<file path="src/rtl/exc_pkg.sv">
package exc_pkg;
  typedef enum logic [2:0] {
    ST_BUB = 3'd0,
    ST_AOK = 3'd1,
    ST_HLT = 3'd2,
    ST_ADR = 3'd3,
    ST_INS = 3'd4
  } stat_t;

  // Status codes that stop the machine
  function automatic logic is_fault(stat_t s);
    return (s == ST_ADR) || (s == ST_INS) || (s == ST_HLT);
  endfunction
endpackage

</file>
<file path="src/rtl/exc_fetch_class.sv">
module exc_fetch_class
  import exc_pkg::*;
(
  input  logic  imem_err,
  input  logic  instr_bad,
  input  logic  halt_op,
  output stat_t f_st
);
  always_comb begin
    if (imem_err)       f_st = ST_ADR;
    else if (instr_bad) f_st = ST_INS;
    else if (halt_op)   f_st = ST_HLT;
    else                f_st = ST_AOK;
  end
endmodule

</file>
<file path="src/rtl/exc_stage_reg.sv">
module exc_stage_reg
  import exc_pkg::*;
(
  input  logic  clk,
  input  logic  rst,
  input  logic  hold,
  input  logic  flush,
  input  stat_t d,
  output stat_t q
);
  always_ff @(posedge clk) begin
    if (rst) begin
      q <= ST_BUB;
    end else if (!hold) begin
      q <= flush ? ST_BUB : d;
    end
  end
endmodule

</file>
<file path="src/rtl/exc_side_gate.sv">
module exc_side_gate
  import exc_pkg::*;
#(
  parameter int             OPW    = 4,
  parameter logic [OPW-1:0] OP_ALU = 'h6
)(
  input  stat_t          m_q,
  input  stat_t          w_q,
  input  logic           dmem_err,
  input  logic [OPW-1:0] e_opcode,
  input  logic           mem_wr_req,
  output stat_t          m_upd,
  output logic           cc_we,
  output logic           m_bubble,
  output logic           w_stall,
  output logic           dmem_we,
  output stat_t          cpu_stat
);
  logic m_fault, w_fault;

  always_comb begin
    m_upd    = dmem_err ? ST_ADR : m_q;
    m_fault  = is_fault(m_upd);
    w_fault  = is_fault(w_q);
    cc_we    = (e_opcode == OP_ALU) && !m_fault && !w_fault;
    m_bubble = m_fault || w_fault;
    w_stall  = w_fault;
    dmem_we  = mem_wr_req && (m_q == ST_AOK);
    cpu_stat = (w_q == ST_BUB) ? ST_AOK : w_q;
  end
endmodule

</file>
<file path="src/rtl/pipe_exc_ctrl.sv">
module pipe_exc_ctrl
  import exc_pkg::*;
#(
  parameter int             OPW    = 4,
  parameter logic [OPW-1:0] OP_ALU = 'h6
)(
  input  logic           clk,
  input  logic           rst,
  input  logic           imem_err,
  input  logic           instr_bad,
  input  logic           halt_op,
  input  logic           dmem_err,
  input  logic           d_bubble,
  input  logic           e_bubble,
  input  logic [OPW-1:0] e_opcode,
  input  logic           mem_wr_req,
  output logic [2:0]     d_stat,
  output logic [2:0]     e_stat,
  output logic [2:0]     m_stat,
  output logic [2:0]     w_stat,
  output logic           cc_we,
  output logic           m_bubble,
  output logic           w_stall,
  output logic           dmem_we,
  output logic [2:0]     cpu_stat
);
  // Stage index: 0 decode, 1 execute, 2 memory, 3 writeback
  localparam int NSTG = 4;
  localparam int SD = 0, SE = 1, SM = 2, SW = 3;

  stat_t f_st, m_upd, cpu_st;
  stat_t sq [NSTG];
  stat_t sd [NSTG];
  logic  sh [NSTG];
  logic  sf [NSTG];

  exc_fetch_class u_fetch (
    .imem_err (imem_err),
    .instr_bad(instr_bad),
    .halt_op  (halt_op),
    .f_st     (f_st)
  );

  exc_side_gate #(.OPW(OPW), .OP_ALU(OP_ALU)) u_gate (
    .m_q       (sq[SM]),
    .w_q       (sq[SW]),
    .dmem_err  (dmem_err),
    .e_opcode  (e_opcode),
    .mem_wr_req(mem_wr_req),
    .m_upd     (m_upd),
    .cc_we     (cc_we),
    .m_bubble  (m_bubble),
    .w_stall   (w_stall),
    .dmem_we   (dmem_we),
    .cpu_stat  (cpu_st)
  );

  always_comb begin
    sd[SD] = f_st;   sh[SD] = 1'b0;    sf[SD] = d_bubble;
    sd[SE] = sq[SD]; sh[SE] = 1'b0;    sf[SE] = e_bubble;
    sd[SM] = sq[SE]; sh[SM] = 1'b0;    sf[SM] = m_bubble;
    sd[SW] = m_upd;  sh[SW] = w_stall; sf[SW] = 1'b0;
  end

  for (genvar g = 0; g < NSTG; g++) begin : g_stage
    exc_stage_reg u_reg (
      .clk  (clk),
      .rst  (rst),
      .hold (sh[g]),
      .flush(sf[g]),
      .d    (sd[g]),
      .q    (sq[g])
    );
  end

  assign d_stat   = sq[SD];
  assign e_stat   = sq[SE];
  assign m_stat   = sq[SM];
  assign w_stat   = sq[SW];
  assign cpu_stat = cpu_st;
endmodule

</file>
<file path="config.mk">
export PLATFORM = sky130hd
export DESIGN_NAME = pipe_exc_ctrl
export DESIGN_NICKNAME = d
export VERILOG_FILES = /design/src/rtl/exc_pkg.sv /design/src/rtl/exc_fetch_class.sv /design/src/rtl/exc_stage_reg.sv /design/src/rtl/exc_side_gate.sv /design/src/rtl/pipe_exc_ctrl.sv
export SDC_FILE = /design/constraint.sdc
export NUM_CORES = 1
export LEC_CHECK = 0
export BUFFER_PORTS_ARGS = -buffer_cell sky130_fd_sc_hd__buf_4
export CAP_MARGIN = 20
export CORE_AREA = 8 8 55 57
export DETAILED_ROUTE_END_ITERATION = 6
export DIE_AREA = 0 0 63 65
export PLACE_DENSITY = 0.52
export SYNTH_ARGS = -nofsm -noshare
export SYNTH_HDL_FRONTEND = slang
export SYNTH_SLANG_ARGS = --single-unit
</file>
<file path="constraint.sdc">
create_clock -name clk -period 1.4 [get_ports clk]
set_input_delay 0.07 -clock clk [delete_from_list [all_inputs] [get_ports clk]]
set_output_delay 0.07 -clock clk [all_outputs]
set_load 0.02 [all_outputs]
</file>
==> summary.md <==
For the aggregate global-route resource usage, the log shows 0.0832. The area of combinational cells with multiple inputs is 287 um^2. The peak per-stage delay on the critical path works out to 0.37 ns. The tools report the total power of the final layout as 764 uW.

By startpoint and endpoint, the worst setup path is classified as reg -> out. Clock network power share: 0.347. The endpoint identified for the worst register-to-register timing path is g_stage[2].u_reg.q[1]$_SDFF_PP0_.

The run gives 181 uW as the net load switching power. In this run the critical register-to-register path is launched from g_stage[2].u_reg.q[2]$_SDFF_PP0_. The first routing iteration left 18 violations. For the worst flop-to-flop path, the logic depth is 4. STA classifies the critical path endpoint as a primary output. The count of max-cap constraint violations was 0. The slowest cell on the critical path is sky130_fd_sc_hd__or3_4. For this run, the post-layout net count is 110.

The height of the chip is 65 um, and the total via count in the routed design is 549. The final reports fail on setup timing. The startpoint of the tightest hold check path was rst. g_stage.u_reg.q holds more flip-flops than any other register. For the placer's final routability congestion estimate, the log shows 0.764.

The tools report the pre-CTS worst setup slack as 0.0916 ns. Setup repair after global routing could not meet its margin everywhere. The combinational share of power was 0.181; the CTS buffer count was 3. Number of pins with negative max-slew slack in the final report: 0. Filler cell count: 232. After legalization and detailed placement, the total HPWL measured 1220 um. Clock tree synthesis found a total of 12 sinks. TritonCTS built the clock tree. The worst-case IR drop observed on VDD is 0.572 mV. The post-detailed-route via-to-cell ratio was 4.43.

The floorplan die area was 0.00410 mm^2; the mean post-synth cell area was 9.43 um^2. The largest registers in the layout are g_stage.u_reg.q (12). In this run the worst path has a maximum fanout of 3. The number of input and output port buffers inserted works out to 31.

The run finished, with violations left. The setup skew after layout was 0.00529 ns. The worst min-delay path category was in -> reg. After detailed routing, the average wire length per cell comes to 12.9 um. For the number of search-and-repair iterations in the first detailed-routing pass, the log shows 2. For the pin with the worst max-slew slack, the measured transition is 0.324 ns. The buffer and inverter count on the worst path works out to 1.

The first global-routing pass estimated 2730 um of wire. The die boundary width came out at 63 um. Cell type group with the largest total delay on the critical path: simple AND/OR/NAND/NOR gates. Data on the critical path is required at its endpoint by 1.33 ns. The core region is 0.00215 mm^2. The power share of the sequential group was 0.472; the aggregate negative setup slack was -0.207 ns.

The pin count of the biggest net entering global routing is 9. The routed wire length is 1600 um, and the number of primary I/O pins is 32. The cell count of the worst hold path was 2; the share of total power consumed by net switching was 0.237.

The internal power of the cells totals 583 uW. The number of nets in the synthesized netlist is 69. The register with the most flip-flops in the layout has 12 of them. The worst-case hold path end point is g_stage[3].u_reg.q[2]$_SDFFE_PP0N_. The count of standard-cell rows is 17. The remaining max-slew budget at the tightest pin is 0.778, and the number of antenna violations at the first check in global routing is 0.

The final hold violation count is 0. The final clock period utilization by the worst path is 1.11. Based on the critical path, the design can be clocked at up to 644 MHz. The run gives 0.455 as the sequential cell area fraction in the yosys report.

For the count of yosys warnings during synthesis, the log shows 0. The tools report the number of setup violations in the final report as 2. After layout, the minimum clock period comes to 1.55 ns.

The clock transition at the registers of the reported paths works out to 0.07 ns. Synthesis instantiated 25 different standard cells from the library. Leakage power of the design: 0.409 nW. The aggregate global routing overflow came out at 0. Number of global-route vias before repair: 616. For this run, design rule violations remaining after detail routing come to 0. The initial core utilization came out at 0.246.

The worst setup path is launched from a flop. Summing all flip-flop and latch instances after layout gives 248 um^2. The final antenna diode count was 0; the layout cell share with drive strength beyond 1 was 0.573.

The clock tree buffer depth is 2, and the endpoint arrival time on the critical path is 1.48 ns. Synthesis produced 56 cells. The run gives -0.152 ns as the worst path setup slack after routing. The tools report the insertion delay to the later sink of the worst-skew pair as 0.27 ns. The clock root buffer was sky130_fd_sc_hd__clkbuf_4. Traced cell by cell, the critical path runs through nor3b_4 > or3_4 > or2_1 > buf_6. In this run the power density over the cells is 836 mW/mm^2.

The detail route stage leaves a number of antenna-violating nets equal to 0. The tools report the register-to-register setup slack as 0.08 ns. From synthesis to final layout, the design area changed by 73.2%.

The flip-flop and latch count after synthesis is 12, and the post-synthesis cell area is 528 um^2. The run gives 1 as the level count of the clock H-tree.
[repair_timing]
item                                   4_1_cts  5_1_grt
gates resized for setup                      9        0
gates cloned                                 0        0
endpoints found under the hold margin        3        0
pin swaps                                    1        0
setup buffers                                3        0
hold buffers                                 2        0
setup endpoints to repair                    3        3
[layout make-up]
class,count,area share
inverter,4,0.0164
tap,28,0.0383
multi-input combinational,38,0.313
clock buffer,4,0.0397
sequential,12,0.271
timing repair buffer,38,0.321
[cell families after synthesis]
| logic type | count (synthesis) | share of synthesized area |
|---|---|---|
| flops | 12 | 0.455 |
| simple gates | 30 | 0.377 |
| buf+inv | 6 | 0.0427 |
| mux | 1 | 0.0427 |
| compound gates | 7 | 0.0830 |
[power by group through the flow]
stage	Sequential, mW	Combinational (mW)	Clock (mW)
5_1_grt	0.362	0.151	0.300
4_1_cts	0.361	0.140	0.280
3_3_place_gp	0.369	0.132	0
6_report	0.361	0.138	0.266
2_1_floorplan	0.381	0.0503	0
3_5_place_dp	0.370	0.133	0
[layout by cell type, fill, tap and decap left out, drive strengths merged]
cell	n
dfxtp	12
and2	3
buf	36
or2	3
o21bai	1
mux2i	1
or3	1
nor4bb	1
or2b	1
clkbuf	4
a21o	1
dlygate4sd3	2
a21oi	4
inv	4
or4	1
or4bb	1
nor3b	1
nor2	6
a2111oi	1
nand2b	2
nor4	1
nor2b	1
nor3	7
nand3b	1
[how the worst max path moves through the flow]
| stage | from | to | cells after the start |
|---|---|---|---|
| 6_report | g_stage[2].u_reg.q[2]$_SDFF_PP0_ | m_bubble | 4 |
| 5_1_grt | g_stage[2].u_reg.q[2]$_SDFF_PP0_ | m_bubble | 4 |
| 4_1_cts | g_stage[2].u_reg.q[2]$_SDFF_PP0_ | m_bubble | 4 |
| 3_5_place_dp | g_stage[2].u_reg.q[2]$_SDFF_PP0_ | m_bubble | 4 |
| 3_3_place_gp | g_stage[2].u_reg.q[2]$_SDFF_PP0_ | m_bubble | 4 |
| 2_1_floorplan | g_stage[3].u_reg.q[2]$_SDFFE_PP0N_ | m_bubble | 3 |
[routing by layer]
metal | GRT usage | wire [um] | vias to the layer above
li1 | - | - | 271
met1 | 0.0824 | 682 | 246
met2 | 0.134 | 705 | 30
met3 | 0.0464 | 203 | 2
met4 | 0.0513 | 12 | 0
met5 | 0 | 0 | -
[cells in the mapped netlist]
cell type / number / share of area
sky130_fd_sc_hd__clkbuf_1: 2 / 0.014
sky130_fd_sc_hd__a21oi_1: 4 / 0.038
sky130_fd_sc_hd__or2_1: 1 / 0.012
sky130_fd_sc_hd__nor4_1: 1 / 0.012
sky130_fd_sc_hd__nor3b_1: 1 / 0.014
sky130_fd_sc_hd__nand2b_2: 1 / 0.017
sky130_fd_sc_hd__nor4bb_1: 1 / 0.019
sky130_fd_sc_hd__nor3_1: 4 / 0.038
sky130_fd_sc_hd__or3_1: 1 / 0.012
sky130_fd_sc_hd__nor2b_1: 1 / 0.012
sky130_fd_sc_hd__inv_1: 4 / 0.028
sky130_fd_sc_hd__or4bb_1: 1 / 0.021
sky130_fd_sc_hd__a2111oi_0: 1 / 0.017
sky130_fd_sc_hd__or2b_1: 1 / 0.014
sky130_fd_sc_hd__nor3_2: 3 / 0.057
sky130_fd_sc_hd__nand3b_1: 1 / 0.014
sky130_fd_sc_hd__mux2i_4: 1 / 0.043
sky130_fd_sc_hd__nor2_1: 6 / 0.043
sky130_fd_sc_hd__o21bai_1: 1 / 0.014
sky130_fd_sc_hd__and2_1: 3 / 0.036
sky130_fd_sc_hd__a21o_1: 1 / 0.014
sky130_fd_sc_hd__nand2b_1: 1 / 0.012
sky130_fd_sc_hd__dfxtp_1: 12 / 0.45
sky130_fd_sc_hd__or2_2: 2 / 0.024
sky130_fd_sc_hd__or4_4: 1 / 0.021
[per-stage QoR]
stage	hold slack [ns]	instance area (um^2)	cells	utilization
after floorplan	0.139	533	56	-
after global placement	0.256	808	115	0.376
after detailed placement	0.256	808	115	0.376
after CTS	0.0175	915	124	0.426
after global routing	0.0184	915	124	0.426
final	0.0237	915	124	0.426
Power figures use the tool's default switching activity.
